===== config.mk =====
export PLATFORM = sky130hd
export DESIGN_NAME = seg_xlate
export DESIGN_NICKNAME = d
export VERILOG_FILES = /design/src/rtl/seg_xlate_pkg.sv /design/src/rtl/seg_table.sv /design/src/rtl/seg_match.sv /design/src/rtl/seg_select.sv /design/src/rtl/seg_xlate.sv
export SDC_FILE = /design/constraint.sdc
export NUM_CORES = 2
export LEC_CHECK = 0
export BUFFER_PORTS_ARGS = -buffer_cell sky130_fd_sc_hd__buf_2
export CORE_MARGIN = 2
export CORE_UTILIZATION = 45
export DETAILED_ROUTE_END_ITERATION = 10
export SKIP_CTS_REPAIR_TIMING = 1
export SYNTH_ARGS = -nofsm -noshare
export SYNTH_HDL_FRONTEND = slang
export SYNTH_HIERARCHICAL = 1
export SYNTH_SLANG_ARGS = --single-unit

===== constraint.sdc =====
create_clock -name clk -period 5.69 [get_ports clk]
set_input_delay 0.569 -clock clk [delete_from_list [all_inputs] [get_ports clk]]
set_output_delay 0.569 -clock clk [all_outputs]
set_load 0.005 [all_outputs]

===== src/rtl/seg_xlate_pkg.sv =====
// Shared definitions for the segment translator.
// Assumes nothing beyond being compiled before the modules that import it.
package seg_xlate_pkg;

    // Kind of the registered response held at the output.
    typedef enum logic [1:0] {
        RSP_IDLE = 2'd0,
        RSP_HIT  = 2'd1,
        RSP_MISS = 2'd2
    } rsp_kind_e;

endpackage


===== src/rtl/seg_table.sv =====
// Descriptor storage: NUM_SEG slots, each holding valid, start, bound, base.
// Assumes a single write per cycle; a write becomes visible after the edge.
module seg_table #(
    parameter int NUM_SEG = 4,
    parameter int ADDR_W  = 32,
    localparam int IDX_W  = (NUM_SEG > 1) ? $clog2(NUM_SEG) : 1
) (
    input  logic                           clk,
    input  logic                           rst_n,
    input  logic                           wr_en,
    input  logic [IDX_W-1:0]               wr_idx,
    input  logic                           wr_valid,
    input  logic [ADDR_W-1:0]              wr_start,
    input  logic [ADDR_W-1:0]              wr_bound,
    input  logic [ADDR_W-1:0]              wr_base,
    output logic [NUM_SEG-1:0]             tbl_vld,
    output logic [NUM_SEG-1:0][ADDR_W-1:0] tbl_start,
    output logic [NUM_SEG-1:0][ADDR_W-1:0] tbl_bound,
    output logic [NUM_SEG-1:0][ADDR_W-1:0] tbl_base
);

    for (genvar g = 0; g < NUM_SEG; g++) begin : g_slot
        // Purpose: clear the slot on reset, load it when addressed by a write.
        always_ff @(posedge clk) begin
            if (!rst_n) begin
                tbl_vld[g]   <= 1'b0;
                tbl_start[g] <= '0;
                tbl_bound[g] <= '0;
                tbl_base[g]  <= '0;
            end else if (wr_en && (wr_idx == IDX_W'(g))) begin
                tbl_vld[g]   <= wr_valid;
                tbl_start[g] <= wr_start;
                tbl_bound[g] <= wr_bound;
                tbl_base[g]  <= wr_base;
            end
        end
    end

    // a write lands in the addressed slot with the written fields.
    assert_write_lands_R10: assert property (@(posedge clk) disable iff (!rst_n)
        wr_en |=> (tbl_start[$past(wr_idx)] == $past(wr_start)) &&
                  (tbl_base[$past(wr_idx)]  == $past(wr_base))  &&
                  (tbl_vld[$past(wr_idx)]   == $past(wr_valid)));

    // no descriptor is valid in the cycle right after reset.
    assert_reset_invalid_R1: assert property (@(posedge clk)
        !rst_n |=> (tbl_vld == '0));

endmodule


===== src/rtl/seg_match.sv =====
// Parallel range checks: one comparator pair and one relocator per slot.
// Assumes the upper limit is built one bit wider so it cannot wrap.
module seg_match #(
    parameter int NUM_SEG = 4,
    parameter int ADDR_W  = 32
) (
    input  logic [ADDR_W-1:0]              va,
    input  logic [NUM_SEG-1:0]             tbl_vld,
    input  logic [NUM_SEG-1:0][ADDR_W-1:0] tbl_start,
    input  logic [NUM_SEG-1:0][ADDR_W-1:0] tbl_bound,
    input  logic [NUM_SEG-1:0][ADDR_W-1:0] tbl_base,
    output logic [NUM_SEG-1:0]             hit,
    output logic [NUM_SEG-1:0][ADDR_W-1:0] pa
);

    for (genvar g = 0; g < NUM_SEG; g++) begin : g_cmp
        logic [ADDR_W:0] limit;
        logic            above_lo;
        logic            below_hi;

        // Purpose: wide end address, inclusive low / exclusive high test.
        always_comb begin
            limit    = {1'b0, tbl_start[g]} + {1'b0, tbl_bound[g]};
            above_lo = (va >= tbl_start[g]);
            below_hi = ({1'b0, va} < limit);
            hit[g]   = tbl_vld[g] && above_lo && below_hi;
            pa[g]    = va - tbl_start[g] + tbl_base[g];
        end
    end

endmodule


===== src/rtl/seg_select.sv =====
// Fixed-priority pick among matching slots; the lowest index wins.
// Assumes hit and pa come from the same lookup.
module seg_select #(
    parameter int NUM_SEG = 4,
    parameter int ADDR_W  = 32,
    localparam int IDX_W  = (NUM_SEG > 1) ? $clog2(NUM_SEG) : 1
) (
    input  logic                           clk,
    input  logic                           rst_n,
    input  logic [NUM_SEG-1:0]             hit,
    input  logic [NUM_SEG-1:0][ADDR_W-1:0] pa,
    output logic                           any_hit,
    output logic [IDX_W-1:0]               sel_idx,
    output logic [ADDR_W-1:0]              sel_pa
);

    logic [NUM_SEG-1:0] grant;

    // Purpose: scan from the top so the lowest matching slot is written last.
    always_comb begin
        any_hit = 1'b0;
        sel_idx = '0;
        sel_pa  = '0;
        grant   = '0;
        for (int i = NUM_SEG - 1; i >= 0; i--) begin
            if (hit[i]) begin
                any_hit  = 1'b1;
                sel_idx  = IDX_W'(i);
                sel_pa   = pa[i];
                grant    = '0;
                grant[i] = 1'b1;
            end
        end
    end

    // at most one slot is granted.
    assert_single_grant_R7: assert property (@(posedge clk) disable iff (!rst_n)
        $onehot0(grant));

    // slot 0 wins whenever it matches.
    assert_low_wins_R7: assert property (@(posedge clk) disable iff (!rst_n)
        hit[0] |-> (grant[0] && sel_idx == '0));

endmodule


===== src/rtl/seg_xlate.sv =====
// Segment translator top: descriptor table, parallel matcher, priority
// select and a registered response one cycle after each request.
// Assumes requests may arrive every cycle; there is no back-pressure.
module seg_xlate #(
    parameter int NUM_SEG = 4,
    parameter int ADDR_W  = 32,
    localparam int IDX_W  = (NUM_SEG > 1) ? $clog2(NUM_SEG) : 1
) (
    input  logic              clk,
    input  logic              rst_n,
    input  logic              wr_en,
    input  logic [IDX_W-1:0]  wr_idx,
    input  logic              wr_valid,
    input  logic [ADDR_W-1:0] wr_start,
    input  logic [ADDR_W-1:0] wr_bound,
    input  logic [ADDR_W-1:0] wr_base,
    input  logic              req_valid,
    input  logic [ADDR_W-1:0] req_vaddr,
    output logic              rsp_valid,
    output logic              rsp_fault,
    output logic [ADDR_W-1:0] rsp_paddr,
    output logic [ADDR_W-1:0] rsp_fault_vaddr,
    output logic [IDX_W-1:0]  rsp_seg
);
    import seg_xlate_pkg::*;

    logic [NUM_SEG-1:0]             tbl_vld;
    logic [NUM_SEG-1:0][ADDR_W-1:0] tbl_start;
    logic [NUM_SEG-1:0][ADDR_W-1:0] tbl_bound;
    logic [NUM_SEG-1:0][ADDR_W-1:0] tbl_base;
    logic [NUM_SEG-1:0]             hit;
    logic [NUM_SEG-1:0][ADDR_W-1:0] pa;
    logic                           any_hit;
    logic [IDX_W-1:0]               sel_idx;
    logic [ADDR_W-1:0]              sel_pa;

    rsp_kind_e         kind_q;
    logic [ADDR_W-1:0] paddr_q;
    logic [ADDR_W-1:0] fvaddr_q;
    logic [IDX_W-1:0]  seg_q;

    seg_table #(.NUM_SEG(NUM_SEG), .ADDR_W(ADDR_W)) u_table (
        .clk       (clk),
        .rst_n     (rst_n),
        .wr_en     (wr_en),
        .wr_idx    (wr_idx),
        .wr_valid  (wr_valid),
        .wr_start  (wr_start),
        .wr_bound  (wr_bound),
        .wr_base   (wr_base),
        .tbl_vld   (tbl_vld),
        .tbl_start (tbl_start),
        .tbl_bound (tbl_bound),
        .tbl_base  (tbl_base)
    );

    seg_match #(.NUM_SEG(NUM_SEG), .ADDR_W(ADDR_W)) u_match (
        .va        (req_vaddr),
        .tbl_vld   (tbl_vld),
        .tbl_start (tbl_start),
        .tbl_bound (tbl_bound),
        .tbl_base  (tbl_base),
        .hit       (hit),
        .pa        (pa)
    );

    seg_select #(.NUM_SEG(NUM_SEG), .ADDR_W(ADDR_W)) u_select (
        .clk     (clk),
        .rst_n   (rst_n),
        .hit     (hit),
        .pa      (pa),
        .any_hit (any_hit),
        .sel_idx (sel_idx),
        .sel_pa  (sel_pa)
    );

    // Purpose: capture the lookup result, or clear the response when idle.
    always_ff @(posedge clk) begin
        if (!rst_n || !req_valid) begin
            kind_q   <= RSP_IDLE;
            paddr_q  <= '0;
            fvaddr_q <= '0;
            seg_q    <= '0;
        end else if (any_hit) begin
            kind_q   <= RSP_HIT;
            paddr_q  <= sel_pa;
            fvaddr_q <= '0;
            seg_q    <= sel_idx;
        end else begin
            kind_q   <= RSP_MISS;
            paddr_q  <= '0;
            fvaddr_q <= req_vaddr;
            seg_q    <= '0;
        end
    end

    assign rsp_valid       = (kind_q != RSP_IDLE);
    assign rsp_fault       = (kind_q == RSP_MISS);
    assign rsp_paddr       = paddr_q;
    assign rsp_fault_vaddr = fvaddr_q;
    assign rsp_seg         = seg_q;

    // every request gets a response on the next cycle.
    assert_rsp_follows_req_R2: assert property (@(posedge clk) disable iff (!rst_n)
        req_valid |=> rsp_valid);

    // an idle cycle leaves the response quiet.
    assert_idle_quiet_R2: assert property (@(posedge clk) disable iff (!rst_n)
        !req_valid |=> (!rsp_valid && !rsp_fault && rsp_paddr == '0));

    // a fault carries a zero physical address and the requested address.
    assert_fault_fields_R8: assert property (@(posedge clk) disable iff (!rst_n)
        rsp_fault |-> (rsp_paddr == '0 && rsp_fault_vaddr == $past(req_vaddr)));

    // a hit never reports a faulting address.
    assert_hit_clear_R4: assert property (@(posedge clk) disable iff (!rst_n)
        (rsp_valid && !rsp_fault) |-> (rsp_fault_vaddr == '0));

endmodule


Yosys cells after proc, flatten, opt, wreduce, memory -nomap -nowiden

Index checks and enable logic that the tools add are counted.

Bits in registers: 456
Input port bits: 135
Output and inout port bits: 68
Word-level logic and storage cells: 79

Add/subtract/negate cells: 12
Order comparisons: 8
Equality and inequality tests: 4
Muxes and demuxes: 12
Bitwise gates (word level): 1
Reduce and logical (&&, ||, !) cells: 21

Operators by type and width:

| kind                                                 | count |
|---|---|
| adder 32 x 32 -> 33 bit                              | 4 |
| less-than comparator 32 x 33 -> 1 bit                | 4 |
| adder 32 bit                                         | 4 |
| >= comparator 32 bit                                 | 4 |
| two-way mux 32 bit                                   | 4 |
| subtractor 32 bit                                    | 4 |
| logical AND 1 bit                                    | 12 |
| equality test 2 bit (second input constant)          | 3 |
| two-way mux 2 bit                                    | 3 |
| two-way mux 1 bit                                    | 5 |
| OR reduction 2 bit                                   | 2 |
| OR reduction 4 bit                                   | 1 |
| OR reduction 3 bit                                   | 1 |
| equality test 2 x 1 -> 1 bit (second input constant) | 1 |
| logical NOT 1 bit                                    | 2 |
| logical NOT 2 bit                                    | 1 |
| nonzero test 2 bit                                   | 1 |
| logical OR 1 bit                                     | 1 |
| NOT 1 bit                                            | 1 |

Longest topological paths before layout

Depth after elaboration: 9
Gate-level depth with buffers: 27
Mapped depth without buffers: 25

By module

Netlist, hierarchy kept.

By module, submodules not included:

| module     | times used | cells an instance | area each (µm²) | sequential area each (µm²) |
|---|---|---|---|---|
| seg_match  | 1          | 2987              | 22200.0         | 0.0 |
| seg_table  | 1          | 1363              | 14101.0         | 7767.4 |
| seg_xlate  | 1          | 159               | 2145.8          | 1361.3 |
| seg_select | 1          | 122               | 1096.1          | 0.0 |

Worst setup path before layout

No wires, ideal clock.

Path kind: register to register
Start: register u_table/tbl_start[0] in the netlist's numbering
End: register kind_q[1]
Setup time: 0.116 ns
Arrival: 5.088 ns
Data required time: 5.574 ns
Slack: 0.486 ns
Cell stages (with the launch flop): 28
Path buffers: 3
Period minus slack after synthesis: 5.204 ns
Path through: dfxtp_1 > ha_1 > fa_1 > a21o_1 > a21oi_1 > o21ai_1 > and4_1 > o31ai_1 > o211ai_1 > a31o_2 > a21oi_1 > xor2_1 > ha_1 > a21o_1 > a21o_1 > a21oi_1 > nand2_1 > a41oi_1 > a211o_1 > a31oi_1 > o31ai_1 > o221a_2 > nor2_2 > buf_2 > nand2_1 > buf_4 > buf_6 > and3b_1

Longest elaborated chain between the ends: 5
Elaborated cells between the ends (all ways): 7
Classes of those cells: 1 x add/sub; 2 x order compare; 2 x mux; 2 x reduce/logical

RTL lines:

| what                                                                       | line                             | RTL |
|---|---|---|
| start: declaration                                                         | seg_table.sv:17                  | `output logic [NUM_SEG-1:0][ADDR_W-1:0] tbl_start,` |
| start signal: indexed assignment                                           | seg_table.sv:32                  | `tbl_start[g] <= wr_start;` |
| adder 32 x 32 -> 33 bit or >= comparator 32 bit (tied branches)            | seg_match.sv:23, seg_match.sv:24 |  |
| less-than comparator 32 x 33 -> 1 bit or logical AND 1 bit (tied branches) | seg_match.sv:25, seg_match.sv:26 |  |
| logical AND 1 bit (*)                                                      | seg_match.sv:26                  | `hit[g] = tbl_vld[g] && above_lo && below_hi;` |
| via hit[0]                                                                 | seg_xlate.sv:31                  | `logic [NUM_SEG-1:0] hit;` |
| two-way mux 1 bit (*)                                                      | seg_select.sv:26                 | `if (hit[i]) begin` |
| via any_hit                                                                | seg_xlate.sv:33                  | `logic any_hit;` |
| two-way mux 2 bit (*)                                                      | seg_xlate.sv:84                  | `end else if (any_hit) begin` |
| end signal: assignment                                                     | seg_xlate.sv:80                  | `kind_q <= RSP_IDLE;` |
| end signal: assignment                                                     | seg_xlate.sv:85                  | `kind_q <= RSP_HIT;` |
| end signal: assignment                                                     | seg_xlate.sv:90                  | `kind_q <= RSP_MISS;` |
| end: declaration                                                           | seg_xlate.sv:37                  | `rsp_kind_e kind_q;` |

Mark *: on every way through the listed nets, which the timed path passes. The rest lies on a longest branch.
A chain may end at the register's enable or synchronous reset.

Final worst setup path

Start: register u_table/tbl_start[96] in the netlist's numbering
End: register paddr_q[24], in the netlist rsp_paddr[24]

Elaborated cells between the ends (all ways): 17
Classes of those cells: 3 x add/sub; 2 x order compare; 8 x mux; 1 x bitwise; 3 x reduce/logical

RTL lines:

| what                                                                       | line                             | RTL |
|---|---|---|
| adder 32 x 32 -> 33 bit or >= comparator 32 bit (tied branches)            | seg_match.sv:23, seg_match.sv:24 |  |
| less-than comparator 32 x 33 -> 1 bit or logical AND 1 bit (tied branches) | seg_match.sv:25, seg_match.sv:26 |  |
| logical AND 1 bit (*)                                                      | seg_match.sv:26                  |  |
| via hit[3]                                                                 | seg_xlate.sv:31                  |  |
| two-way mux 32 bit (*) (4 in a row)                                        | seg_select.sv:26                 |  |
| via sel_pa[24]                                                             | seg_xlate.sv:35                  | `logic [ADDR_W-1:0] sel_pa;` |
| end signal: assignment                                                     | seg_xlate.sv:86                  | `paddr_q <= sel_pa;` |
| end: declaration                                                           | seg_xlate.sv:38                  | `logic [ADDR_W-1:0] paddr_q;` |

Marks and branches as above.

==> flow_summary.toml <==
[outcome]
outcome = "finished clean"

[job]
cap_violations = 0

[yosys]
netlist_top_cells_count = "nand2_1, inv_1, ha_1"
yosys_warnings = 6
synthArstFlopShare_pct = 0
synth_fp_nets = 5402
synth-seq-cells = 456
synthTopCellsByArea = "dfxtp_1, ha_1, mux2i_1, fa_1, nand2_1"
synth_edf_count = 0
ys_seq_area_share_pct = 23.1
ys_types = 82
yosys.area.top_type_share_pct = 23.1
yosys.area.top_type = "dfxtp_1"
syn_area_per_cell_um2 = 8.54
post-synth-top-count-cell = "nand2_1"
synthFlopType = "dfxtp_1"
netlist_instances = 4631
synthesis.area_um2 = 39500

[worst_hold_path]
hp-class = "input pin to flip-flop"

[sta]
slew_headroom_pct = 40.8
hold_viol_final = 0
timing.final.ws_setup_ns = 0.138
setup_viol = 0
drv_slew = 0
worst_pin_slew_ns = 0.887
finalCritPeriodShare_pct = 97.6
finalClockSkew_ns = 0.0185
fin_crit_ns = 5.55
max_clock_freq_mhz = 180

[place]
hpwlAfterDp_um = 105000
place.port_buffers = 202
place_inst = 5981
post-place-ws_ns = -0.0519
dpl_cell_area_um2 = 42400
place_congestion = 0.942

[power]
peakVddDrop_mv = 0.248
power.density_nw_per_um2 = 232
p_leak_nw = 21.7

[clock_tree]
clkTransAtPathRegs_ns = 0.06
clockBufferDepth = 3
cts_root_buffer = "clkbuf_16"
cts_buffers = 57
cts_htree_levels = 2
cts_tree = "done"
clock_latency_ns = 0.65
clock_sinks = 456

[routing]
routed_via_density = 5.62
drt_iter0_markers = 2936
detail-route-antenna-nets = 0
avgRoutedWirePerCell_um = 22.0
dr.pass1.iters = 5
drcViolationCount = 0
drt-total-wl_um = 134000
via_count = 34300

[final_layout]
fin_area_um2 = 44600
area_growth_pct = 12.9
nNetsFinal = 5669
instances_no_fill = 6102
drive_above_1_share_pct = 12.0

[worst_setup_path]
cp_slowest_cell = "a221o_1"
crit_fanout = 6
endpoint_kind = "flip-flop"
crit_type = "flip-flop to flip-flop"
cp.required_ns = 6.28
worst_path_largest_cell_delay_ns = 0.41
cp.arrival_ns = 6.14
startpoint_type = "flip-flop"

[global_route]
grt_remaining_overflow = 0
grt_antenna_before_repair = 3
grt_pass1_wl_um = 196000
grt_max_degree = 123
grt_pass1_vias = 32500
grt_util_all_layers_pct = 28.4

[floorplanning]
dieArea_um2 = 90300
dieHeight_um = 300
num_rows = 108
pin_count = 203
die_x_um = 300
initial_core_util_pct = 45.5
placeableCoreArea_um2 = 86900
cell type report:
cell class	instances	area, um2
antenna	1	2.50
sequential	456	9130
multi-input combinational	3431	27400
clock buffer	71	1540
clock inverter	36	393
timing repair buffer	365	2530
inverter	587	2200
tap	1155	1450
fill	8296	42200
final timing paths:
| kind | from | end | slack (ns) | cells past startpoint |
|---|---|---|---|---|
| setup reg to reg | u_table/tbl_start[96]$_SDFFE_PN0P_ | rsp_paddr[24]$_SDFF_PP0_ | 0.14 | 26 |
| setup / recovery | u_table/tbl_start[96]$_SDFFE_PN0P_ | rsp_paddr[24]$_SDFF_PP0_ | 0.14 | 26 |
| hold reg to reg | u_table/tbl_base[3]$_SDFFE_PN0P_ | u_table/tbl_base[3]$_SDFFE_PN0P_ | 0.46 | 2 |
| hold / removal | wr_base[2] | u_table/tbl_base[2]$_SDFFE_PN0P_ | 0.25 | 3 |
state kept, by name, indices dropped and copies added, names as in the netlist:
| name | cells |
|---|---|
| rsp_seg | 2 |
| u_table/tbl_start | 128 |
| rsp_paddr | 32 |
| u_table/tbl_base | 128 |
| u_table/tbl_vld | 4 |
| u_table/tbl_bound | 128 |
| rsp_fault_vaddr | 32 |
| kind_q | 2 |
worst max-delay path, delay by kind of cell, from the launching register on:
| kind | cells | cell delay, ns |
|---|---|---|
| simple gates | 4 | 0.64 |
| xor+xnor | 1 | 0.16 |
| buf+inv | 3 | 0.51 |
| fa+ha+maj | 3 | 0.85 |
| flops | 1 | 0.31 |
| compound gates | 15 | 3.00 |
cells by family (layout without fill, tap and decap cells):
group | Yosys count | after routing | synth area share [%]
AO/OA/AOI/OAI | 1012 | 1012 | 17.3
XOR/XNOR | 226 | 226 | 5.01
adder cells (fa/ha/maj) | 636 | 636 | 22.6
buffers and inverters | 744 | 1059 | 8.07
flip-flops | 456 | 456 | 23.1
multiplexers | 390 | 390 | 9.87
other | 0 | 1 | 0
AND/OR/NAND/NOR | 1167 | 1167 | 14.2
power by group:
part	switching [mW]	total, mW	internal (mW)	leakage [nW]
Clock	1.61	3.81	2.20	0.951
Sequential	0.103	3.40	3.30	3.71
Combinational	1.90	3.15	1.25	17.0
Total	3.61	10.4	6.75	21.7
per-layer routing:
| layer | GRT usage [%] | up-vias | wire (um) | share of wire, % |
|---|---|---|---|---|
| met5 | 0 | - | 0 | 0 |
| met4 | 6.06 | 0 | 3050 | 2.3 |
| met3 | 3.87 | 143 | 9170 | 6.8 |
| met2 | 42.5 | 1045 | 56400 | 42 |
| met1 | 43.2 | 16500 | 65600 | 49 |
| li1 | - | 16600 | - | - |
stage by stage:
step | hold WS [ns] | setup TNS (ns) | power (mW) | utilization (%)
2_1_floorplan | 0.430 | 0 | 5.59 | -
3_5_place_dp | 0.448 | -1.69 | 6.53 | 48.7
3_3_place_gp | 0.438 | 0 | 6.53 | 48.7
5_1_grt | 0.239 | -1.04 | 10.9 | 51.4
6_report | 0.254 | 0 | 10.4 | 51.4
4_1_cts | 0.227 | -2.76 | 10.3 | 51.0
cells in the final DEF (no fill, tap or decap), types with 25 or more instances in the layout:
| cell | synthesis | routed |
|---|---|---|
| o21bai_1 | 41 | 41 |
| nor2_1 | 152 | 151 |
| and4b_1 | 32 | 32 |
| mux2i_1 | 390 | 390 |
| and3_1 | 34 | 34 |
| buf_2 | 50 | 201 |
| nand4_1 | 48 | 48 |
| a21oi_2 | 29 | 35 |
| o22ai_1 | 36 | 36 |
| fa_1 | 128 | 126 |
| a21o_1 | 169 | 169 |
| a31oi_1 | 26 | 25 |
| nand2b_1 | 52 | 52 |
| a22oi_2 | 27 | 29 |
| o21a_1 | 50 | 50 |
| buf_4 | 27 | 139 |
| a21oi_1 | 253 | 246 |
| nand2_1 | 592 | 590 |
| nor2b_1 | 40 | 39 |
| ha_1 | 508 | 507 |
| a211oi_1 | 50 | 47 |
| clkbuf_16 | 0 | 62 |
| nor3_1 | 46 | 46 |
| inv_1 | 587 | 587 |
| xor2_1 | 92 | 92 |
| nand3_1 | 60 | 59 |
| dfxtp_1 | 456 | 455 |
| and4_1 | 42 | 41 |
| o21ai_0 | 168 | 167 |
| xnor2_1 | 134 | 134 |
No activity file was read; power rests on OpenSTA's default activity.
